File: src/rtl/ssc_code_pkg.sv
package ssc_code_pkg;

    // Last valid detector polarity remembered by the search controller.
    typedef enum logic [1:0] {
        POL_NONE  = 2'd0,
        POL_EARLY = 2'd1,
        POL_LATE  = 2'd2
    } pol_e;

endpackage

File: src/rtl/ssc_sat_adj.sv
// Combinational saturating add/subtract of a step onto a code word.
module ssc_sat_adj #(
    parameter int CODE_W = 18,
    parameter int STEP_W = 16
) (
    input  logic [CODE_W-1:0] code_i,
    input  logic [STEP_W-1:0] step_i,
    input  logic              up_i,
    output logic [CODE_W-1:0] res_o
);
    localparam int SUM_W = CODE_W + 1;
    localparam logic [CODE_W-1:0] CODE_MAX = '1;

    logic [SUM_W-1:0] wide_code;
    logic [SUM_W-1:0] wide_step;
    logic [SUM_W-1:0] sum;
    logic [SUM_W-1:0] diff;

    assign wide_code = {1'b0, code_i};
    assign wide_step = {{(SUM_W-STEP_W){1'b0}}, step_i};
    assign sum       = wide_code + wide_step;
    assign diff      = wide_code - wide_step;

    always_comb begin
        if (up_i) begin
            res_o = sum[CODE_W] ? CODE_MAX : sum[CODE_W-1:0];
        end else begin
            res_o = diff[CODE_W] ? '0 : diff[CODE_W-1:0];
        end
    end

endmodule

File: src/rtl/ssc_search_ctrl.sv
// Decision decode, reversal detection, step halving and lock tracking.
module ssc_search_ctrl
    import ssc_code_pkg::*;
#(
    parameter int STEP_W    = 16,
    parameter int INIT_STEP = 16384,
    parameter int LOCK_RUNS = 4
) (
    input  logic              clk,
    input  logic              rst_n,
    input  logic              early_i,
    input  logic              late_i,
    input  logic              freeze_i,
    output logic              dec_valid_o,
    output logic              dec_up_o,
    output logic              reversal_o,
    output logic [STEP_W-1:0] step_o,
    output logic              locked_o
);
    localparam int CNT_W = $clog2(LOCK_RUNS + 1);
    localparam logic [CNT_W-1:0]  RUNS_FULL = CNT_W'(LOCK_RUNS);
    localparam logic [STEP_W-1:0] STEP_MIN  = STEP_W'(1);
    localparam logic [STEP_W-1:0] STEP_RST  = STEP_W'(INIT_STEP);

    typedef struct packed {
        pol_e              pol;
        logic [STEP_W-1:0] step;
        logic [CNT_W-1:0]  runs;
        logic              locked;
    } srch_t;

    srch_t st_q, st_d;
    pol_e  dec_pol;
    logic  [STEP_W-1:0] half_step;

    always_comb begin
        dec_valid_o = !freeze_i && (early_i ^ late_i);
        dec_up_o    = early_i;
        dec_pol     = early_i ? POL_EARLY : POL_LATE;
        reversal_o  = dec_valid_o && (st_q.pol != POL_NONE) && (st_q.pol != dec_pol);
        half_step   = st_q.step >> 1;

        st_d = st_q;
        if (dec_valid_o) begin
            st_d.pol = dec_pol;
        end
        if (reversal_o) begin
            st_d.step = (half_step == '0) ? STEP_MIN : half_step;
            if (st_q.step == STEP_MIN) begin
                st_d.runs = (st_q.runs == RUNS_FULL) ? st_q.runs : st_q.runs + CNT_W'(1);
            end else begin
                st_d.runs = '0;
            end
        end
        st_d.locked = st_q.locked || (st_d.runs == RUNS_FULL);
    end

    always_ff @(posedge clk or negedge rst_n) begin
        if (!rst_n) begin
            st_q <= '{pol: POL_NONE, step: STEP_RST, runs: '0, locked: 1'b0};
        end else begin
            st_q <= st_d;
        end
    end

    assign step_o   = st_q.step;
    assign locked_o = st_q.locked;

    // step stays at least 1 and shrinks at each reversal above the floor
    p_step_floor_r5: assert property (@(posedge clk) disable iff (!rst_n)
        1'b1 |-> (st_q.step != '0));
    p_step_shrinks_r5: assert property (@(posedge clk) disable iff (!rst_n)
        (reversal_o && st_q.step > STEP_MIN) |=> (st_q.step < $past(st_q.step)));
    // lock is sticky and only appears once the step is at its floor
    p_lock_sticky_r7: assert property (@(posedge clk) disable iff (!rst_n)
        st_q.locked |=> st_q.locked);
    p_lock_at_min_r7: assert property (@(posedge clk) disable iff (!rst_n)
        $rose(st_q.locked) |-> (st_q.step == STEP_MIN));

endmodule

File: src/rtl/ssc_code_ctrl.sv
// Bang-bang loop filter and oscillator code generator with spread mode.
module ssc_code_ctrl #(
    parameter int CODE_W    = 18,
    parameter int STEP_W    = 16,
    parameter int MOD_W     = 16,
    parameter int INIT_STEP = 16384,
    parameter int LOCK_RUNS = 4
) (
    input  logic              clk,
    input  logic              rst_n,
    input  logic              early_i,
    input  logic              late_i,
    input  logic              spread_req_i,
    input  logic              mod_add_i,
    input  logic [MOD_W-1:0]  mod_step_i,
    output logic [CODE_W-1:0] code_o,
    output logic [CODE_W-1:0] base_o,
    output logic              locked_o
);
    localparam logic [CODE_W-1:0] INIT_CODE = CODE_W'(1) << (CODE_W - 1);

    typedef struct packed {
        logic [CODE_W-1:0] code;
        logic [CODE_W-1:0] base;
        logic [CODE_W-1:0] last_rev;
        logic              spread;
    } gen_t;

    gen_t gen_q, gen_d;

    logic              freeze;
    logic              dec_valid;
    logic              dec_up;
    logic              reversal;
    logic              locked;
    logic [STEP_W-1:0] srch_step;
    logic [CODE_W-1:0] trk_code;
    logic [CODE_W-1:0] mod_code;
    logic [CODE_W-1:0] avg_code;

    assign freeze = gen_q.spread || (spread_req_i && locked);

    ssc_search_ctrl #(
        .STEP_W   (STEP_W),
        .INIT_STEP(INIT_STEP),
        .LOCK_RUNS(LOCK_RUNS)
    ) u_search (
        .clk        (clk),
        .rst_n      (rst_n),
        .early_i    (early_i),
        .late_i     (late_i),
        .freeze_i   (freeze),
        .dec_valid_o(dec_valid),
        .dec_up_o   (dec_up),
        .reversal_o (reversal),
        .step_o     (srch_step),
        .locked_o   (locked)
    );

    ssc_sat_adj #(.CODE_W(CODE_W), .STEP_W(STEP_W)) u_trk_adj (
        .code_i(gen_q.code),
        .step_i(srch_step),
        .up_i  (dec_up),
        .res_o (trk_code)
    );

    ssc_sat_adj #(.CODE_W(CODE_W), .STEP_W(MOD_W)) u_mod_adj (
        .code_i(gen_q.code),
        .step_i(mod_step_i),
        .up_i  (mod_add_i),
        .res_o (mod_code)
    );

    // Floor of the mean of the two most recent reversal codes.
    assign avg_code = CODE_W'(({1'b0, gen_q.last_rev} + {1'b0, gen_q.code}) >> 1);

    always_comb begin
        gen_d = gen_q;
        if (gen_q.spread) begin
            if (spread_req_i) begin
                gen_d.code = mod_code;
            end else begin
                gen_d.code   = gen_q.base;
                gen_d.spread = 1'b0;
            end
        end else if (spread_req_i && locked) begin
            gen_d.code   = gen_q.base;
            gen_d.spread = 1'b1;
        end else if (reversal) begin
            gen_d.code     = avg_code;
            gen_d.base     = avg_code;
            gen_d.last_rev = gen_q.code;
        end else if (dec_valid) begin
            gen_d.code = trk_code;
        end
    end

    always_ff @(posedge clk or negedge rst_n) begin
        if (!rst_n) begin
            gen_q <= '{code: INIT_CODE, base: INIT_CODE, last_rev: INIT_CODE, spread: 1'b0};
        end else begin
            gen_q <= gen_d;
        end
    end

    assign code_o   = gen_q.code;
    assign base_o   = gen_q.base;
    assign locked_o = locked;

    // a non-reversing decision moves the code the right way
    p_early_up_r2: assert property (@(posedge clk) disable iff (!rst_n)
        (dec_valid && dec_up && !reversal) |=> (gen_q.code >= $past(gen_q.code)));
    p_late_down_r3: assert property (@(posedge clk) disable iff (!rst_n)
        (dec_valid && !dec_up && !reversal) |=> (gen_q.code <= $past(gen_q.code)));
    // a reversal leaves code and baseline equal
    p_reload_base_r4: assert property (@(posedge clk) disable iff (!rst_n)
        reversal |=> (gen_q.code == gen_q.base));
    // no valid decision in tracking leaves the code alone
    p_hold_r6: assert property (@(posedge clk) disable iff (!rst_n)
        (!freeze && (early_i == late_i)) |=> (gen_q.code == $past(gen_q.code)));
    // the center stays put while spreading
    p_center_frozen_r8: assert property (@(posedge clk) disable iff (!rst_n)
        gen_q.spread |=> (gen_q.base == $past(gen_q.base)));
    // no spread mode without lock
    p_no_spread_unlocked_r9: assert property (@(posedge clk) disable iff (!rst_n)
        !locked |=> !gen_q.spread);
    // leaving spread mode returns to the center
    p_exit_center_r10: assert property (@(posedge clk) disable iff (!rst_n)
        (gen_q.spread && !spread_req_i) |=> (!gen_q.spread && gen_q.code == $past(gen_q.base)));

endmodule

File: config.mk
export PLATFORM = sky130hd
export DESIGN_NAME = ssc_code_ctrl
export DESIGN_NICKNAME = d
export VERILOG_FILES = /design/src/rtl/ssc_code_pkg.sv /design/src/rtl/ssc_sat_adj.sv /design/src/rtl/ssc_search_ctrl.sv /design/src/rtl/ssc_code_ctrl.sv
export SDC_FILE = /design/constraint.sdc
export NUM_CORES = 1
export LEC_CHECK = 0
export BUFFER_PORTS_ARGS = -buffer_cell sky130_fd_sc_hd__buf_2
export CAP_MARGIN = 10
export CORE_MARGIN = 1.5
export CORE_UTILIZATION = 30
export CTS_CLUSTER_SIZE = 40
export DETAILED_ROUTE_END_ITERATION = 16
export HOLD_SLACK_MARGIN = 0.08
export PLACE_DENSITY = 0.42
export SLEW_MARGIN = 20
export SYNTH_ARGS = -nofsm -noshare
export SYNTH_HDL_FRONTEND = slang
export SYNTH_SLANG_ARGS = --single-unit
File: constraint.sdc
create_clock -name clk -period 4.6 [get_ports clk]
set_clock_uncertainty 0.05 [all_clocks]
set_input_delay 0.92 -clock clk [delete_from_list [all_inputs] [get_ports clk]]
set_output_delay 0.92 -clock clk [all_outputs]
set_load 0.01 [all_outputs]
==> results.ini <==
[yosys]
yosys-top-cells-area = dfrtp_1 (22%), ha_1 (12%), nand2_1 (7.2%)
yosys_most_used_dff = dfrtp_1
async_flop_share_pct = 100
ys_seq_area_share_pct = 23.1
ys_ff_latch = 76
ys_types = 86
syn_inst = 1086
synth_nets = 1194
synth_area_sq_mm = 0.00825
synth_edf_count = 0
synth_top_area_cell = dfrtp_1
yosys_warnings = 0
synth_top_area_share_pct = 21.8
synth_area_per_cell_sq_um = 7.60

[final_layout]
drive_gt1_share_pct = 10.9
syn_to_final_growth_pct = 8.45
antennaDiodeCount = 0
mostFrequentLayoutCells = nand2_1 (158), nor2_1 (93), a21oi_1 (84)
nets = 1199
mostFrequentLayoutCell = nand2_1

[power]
ir_drop_uv = 259
powerDensity_mw_per_mm2 = 859
p_leak_nw = 4.02

[sta]
fin_ws_ns = 0.900
fin_tns_setup_ns = 0
setup_viol = 0
drv_slew = 0
slew_headroom_pct = 36.0
fin_crit_sh_pct = 80.4
min_period_ns = 3.70
maxClockFrequency_ghz = 0.270
tightest_slew_ns = 0.950
hold_violations = 0
rsz0062_at_grt = false

[critical_path]
r2r_start = code_o[11]$_DFFE_PN0P_
start_kind = primary input
path_cells = buf_2 > ha_1 > fa_1 > nor2b_1 > o21ai_0 > a21oi_1 > o21a_1 > a21o_1 > o21a_1 > o21ai_0 > a21boi_0 > a2111o_1
crit_slowest_cell = fa_1
critical_path.startpoint = mod_step_i[0]
criticalPathCategory = in2reg
path_delay_family = compound AO/OA/AOI/OAI gates
timing.rr.end = code_o[6]$_DFFE_PN0P_
path_max_fanout = 12
setup.worst_path.end = code_o[6]$_DFFE_PN0P_
cp-end-kind = flip-flop
reg2reg_slack_ns = 1.02
arrival_ns = 3.89
path_buf_inv = 1
cp.depth = 12
reg2regPathDepth = 10
worstPathRequired_ns = 4.79
critical_path.max_stage_delay_ns = 0.41

[floorplanning]
ioPinCount = 59
die_area_sq_mm = 0.0285
initial_utilization_pct = 30.6
fp.dieH_um = 169
row_count = 60
core_sq_mm = 0.0270
die-width_um = 169

[cts]
clock-root-buffer = clkbuf_16
cts.path.max_buffers = 2
hold_buffers = 0
cts.sinks = 76
htreeDepth = 3
cts_buffers = 9
post_cts_buffers = 0
clk_pin_slew_worst_paths_ns = 0.07
cts_tree = yes
cts_resized = 0
clk_latency_ns = 0.35

[global_routing]
grt_max_degree = 77
grt_pass1_wl_um = 44700
grt-ovfl-total = 0
grt.total_usage_pct = 20.5
antenna_found_initial = 0
grt_pass1_vias = 7604

[drt]
drt_iter0_drc = 512
dr_total_vias = 7763
wl_um = 28500
remaining_drc_errors = 0
viasPerCell = 5.40
drt.antenna.violating_nets = 0
wire_per_inst_um = 19.8
first_pass_iters = 5

[run]
cap_violations = 0

[hold_path]
hold_path_class = reg2reg

[placement]
dp_slack_ns = 0.614
dp_hpwl_um = 22300
portBuffers = 58
place.gp.congestion = 0.841

[status]
status = finished, final reports clean

-- worst min path at each step --
stage | slack, ns | start | depth (start not counted) | end
3_3_place_gp | 0.41 | gen_q[18]$_DFFE_PN1P_ | 2 | gen_q[18]$_DFFE_PN1P_
4_1_cts | 0.42 | gen_q[18]$_DFFE_PN1P_ | 2 | gen_q[18]$_DFFE_PN1P_
6_report | 0.42 | gen_q[18]$_DFFE_PN1P_ | 2 | gen_q[18]$_DFFE_PN1P_
2_1_floorplan | 0.39 | gen_q[18]$_DFFE_PN1P_ | 2 | gen_q[18]$_DFFE_PN1P_
5_1_grt | 0.46 | gen_q[18]$_DFFE_PN1P_ | 2 | gen_q[18]$_DFFE_PN1P_
3_5_place_dp | 0.41 | gen_q[18]$_DFFE_PN1P_ | 2 | gen_q[18]$_DFFE_PN1P_
-- power by group --
group / leakage, nW / switching (W) / internal [W]
Sequential: 0.935 / 0.000482 / 0.000984
Clock: 0.130 / 0.000323 / 0.000386
Combinational: 2.95 / 0.00331 / 0.00221
-- layer usage --
layer	track usage (%)	vias up	wire length [um]
met5	0	-	0
met4	3.88	0	309
met3	3.20	18	1120
met2	32.6	171	12800
met1	29.3	3706	14300
li1	-	3868	-
-- worst min-delay path: stages, from the launching register on --
cell     delay [ns]
dfstp_2        0.38
nand2_1        0.05
nand2_1        0.05
-- metrics by stage --
stage	power [W]	std cells	hold slack [ns]	area [sq um]	util (%)
CTS	0.00775	1437	0.422	8940	33.2
detailed placement	0.00700	1421	0.411	8670	32.2
global route	0.00847	1437	0.456	8950	33.2
finish	0.00769	1437	0.423	8950	33.2
floorplan	0.00552	1086	0.391	8250	-
global placement	0.00703	1421	0.413	8670	32.2
-- sequential cells by signal, summed over array words and instances, names as in the netlist --
register,flops
gen_q,19
u_search.locked_o,1
u_search.step_o,15
u_search.st_q,5
code_o,18
base_o,18
-- synth_stat cells (13+ instances only) --
| master | count |
|---|---|
| inv_1 | 55 |
| nand3_1 | 13 |
| a21oi_1 | 84 |
| nor2_1 | 93 |
| dfrtp_1 | 72 |
| nand2b_1 | 20 |
| o21ai_0 | 77 |
| buf_4 | 36 |
| a21o_1 | 15 |
| nand2_1 | 159 |
| a31oi_1 | 18 |
| nor2b_1 | 25 |
| nor3_1 | 25 |
| clkbuf_1 | 39 |
| ha_1 | 81 |
| xnor2_1 | 36 |
-- logic make-up after synthesis --
| logic type | Yosys count | synth area share (%) |
|---|---|---|
| buffers and inverters | 140 | 8.16 |
| AO/OA/AOI/OAI | 340 | 27.4 |
| flip-flops | 76 | 23.1 |
| XOR/XNOR | 48 | 5.09 |
| AND/OR/NAND/NOR | 392 | 22.2 |
| multiplexers | 4 | 0.500 |
| adder cells (fa/ha/maj) | 86 | 13.5 |
-- layout make-up --
type	instances	area (sq um)
repair buffers	79	454
well taps	341	427
clock inverters	4	32.5
inverters	55	206
multi-input cells	870	5680
flip-flops and latches	76	1910
fillers	2952	18000
clock buffers	12	246
Note: power is estimated with default switching activity, not from simulation.
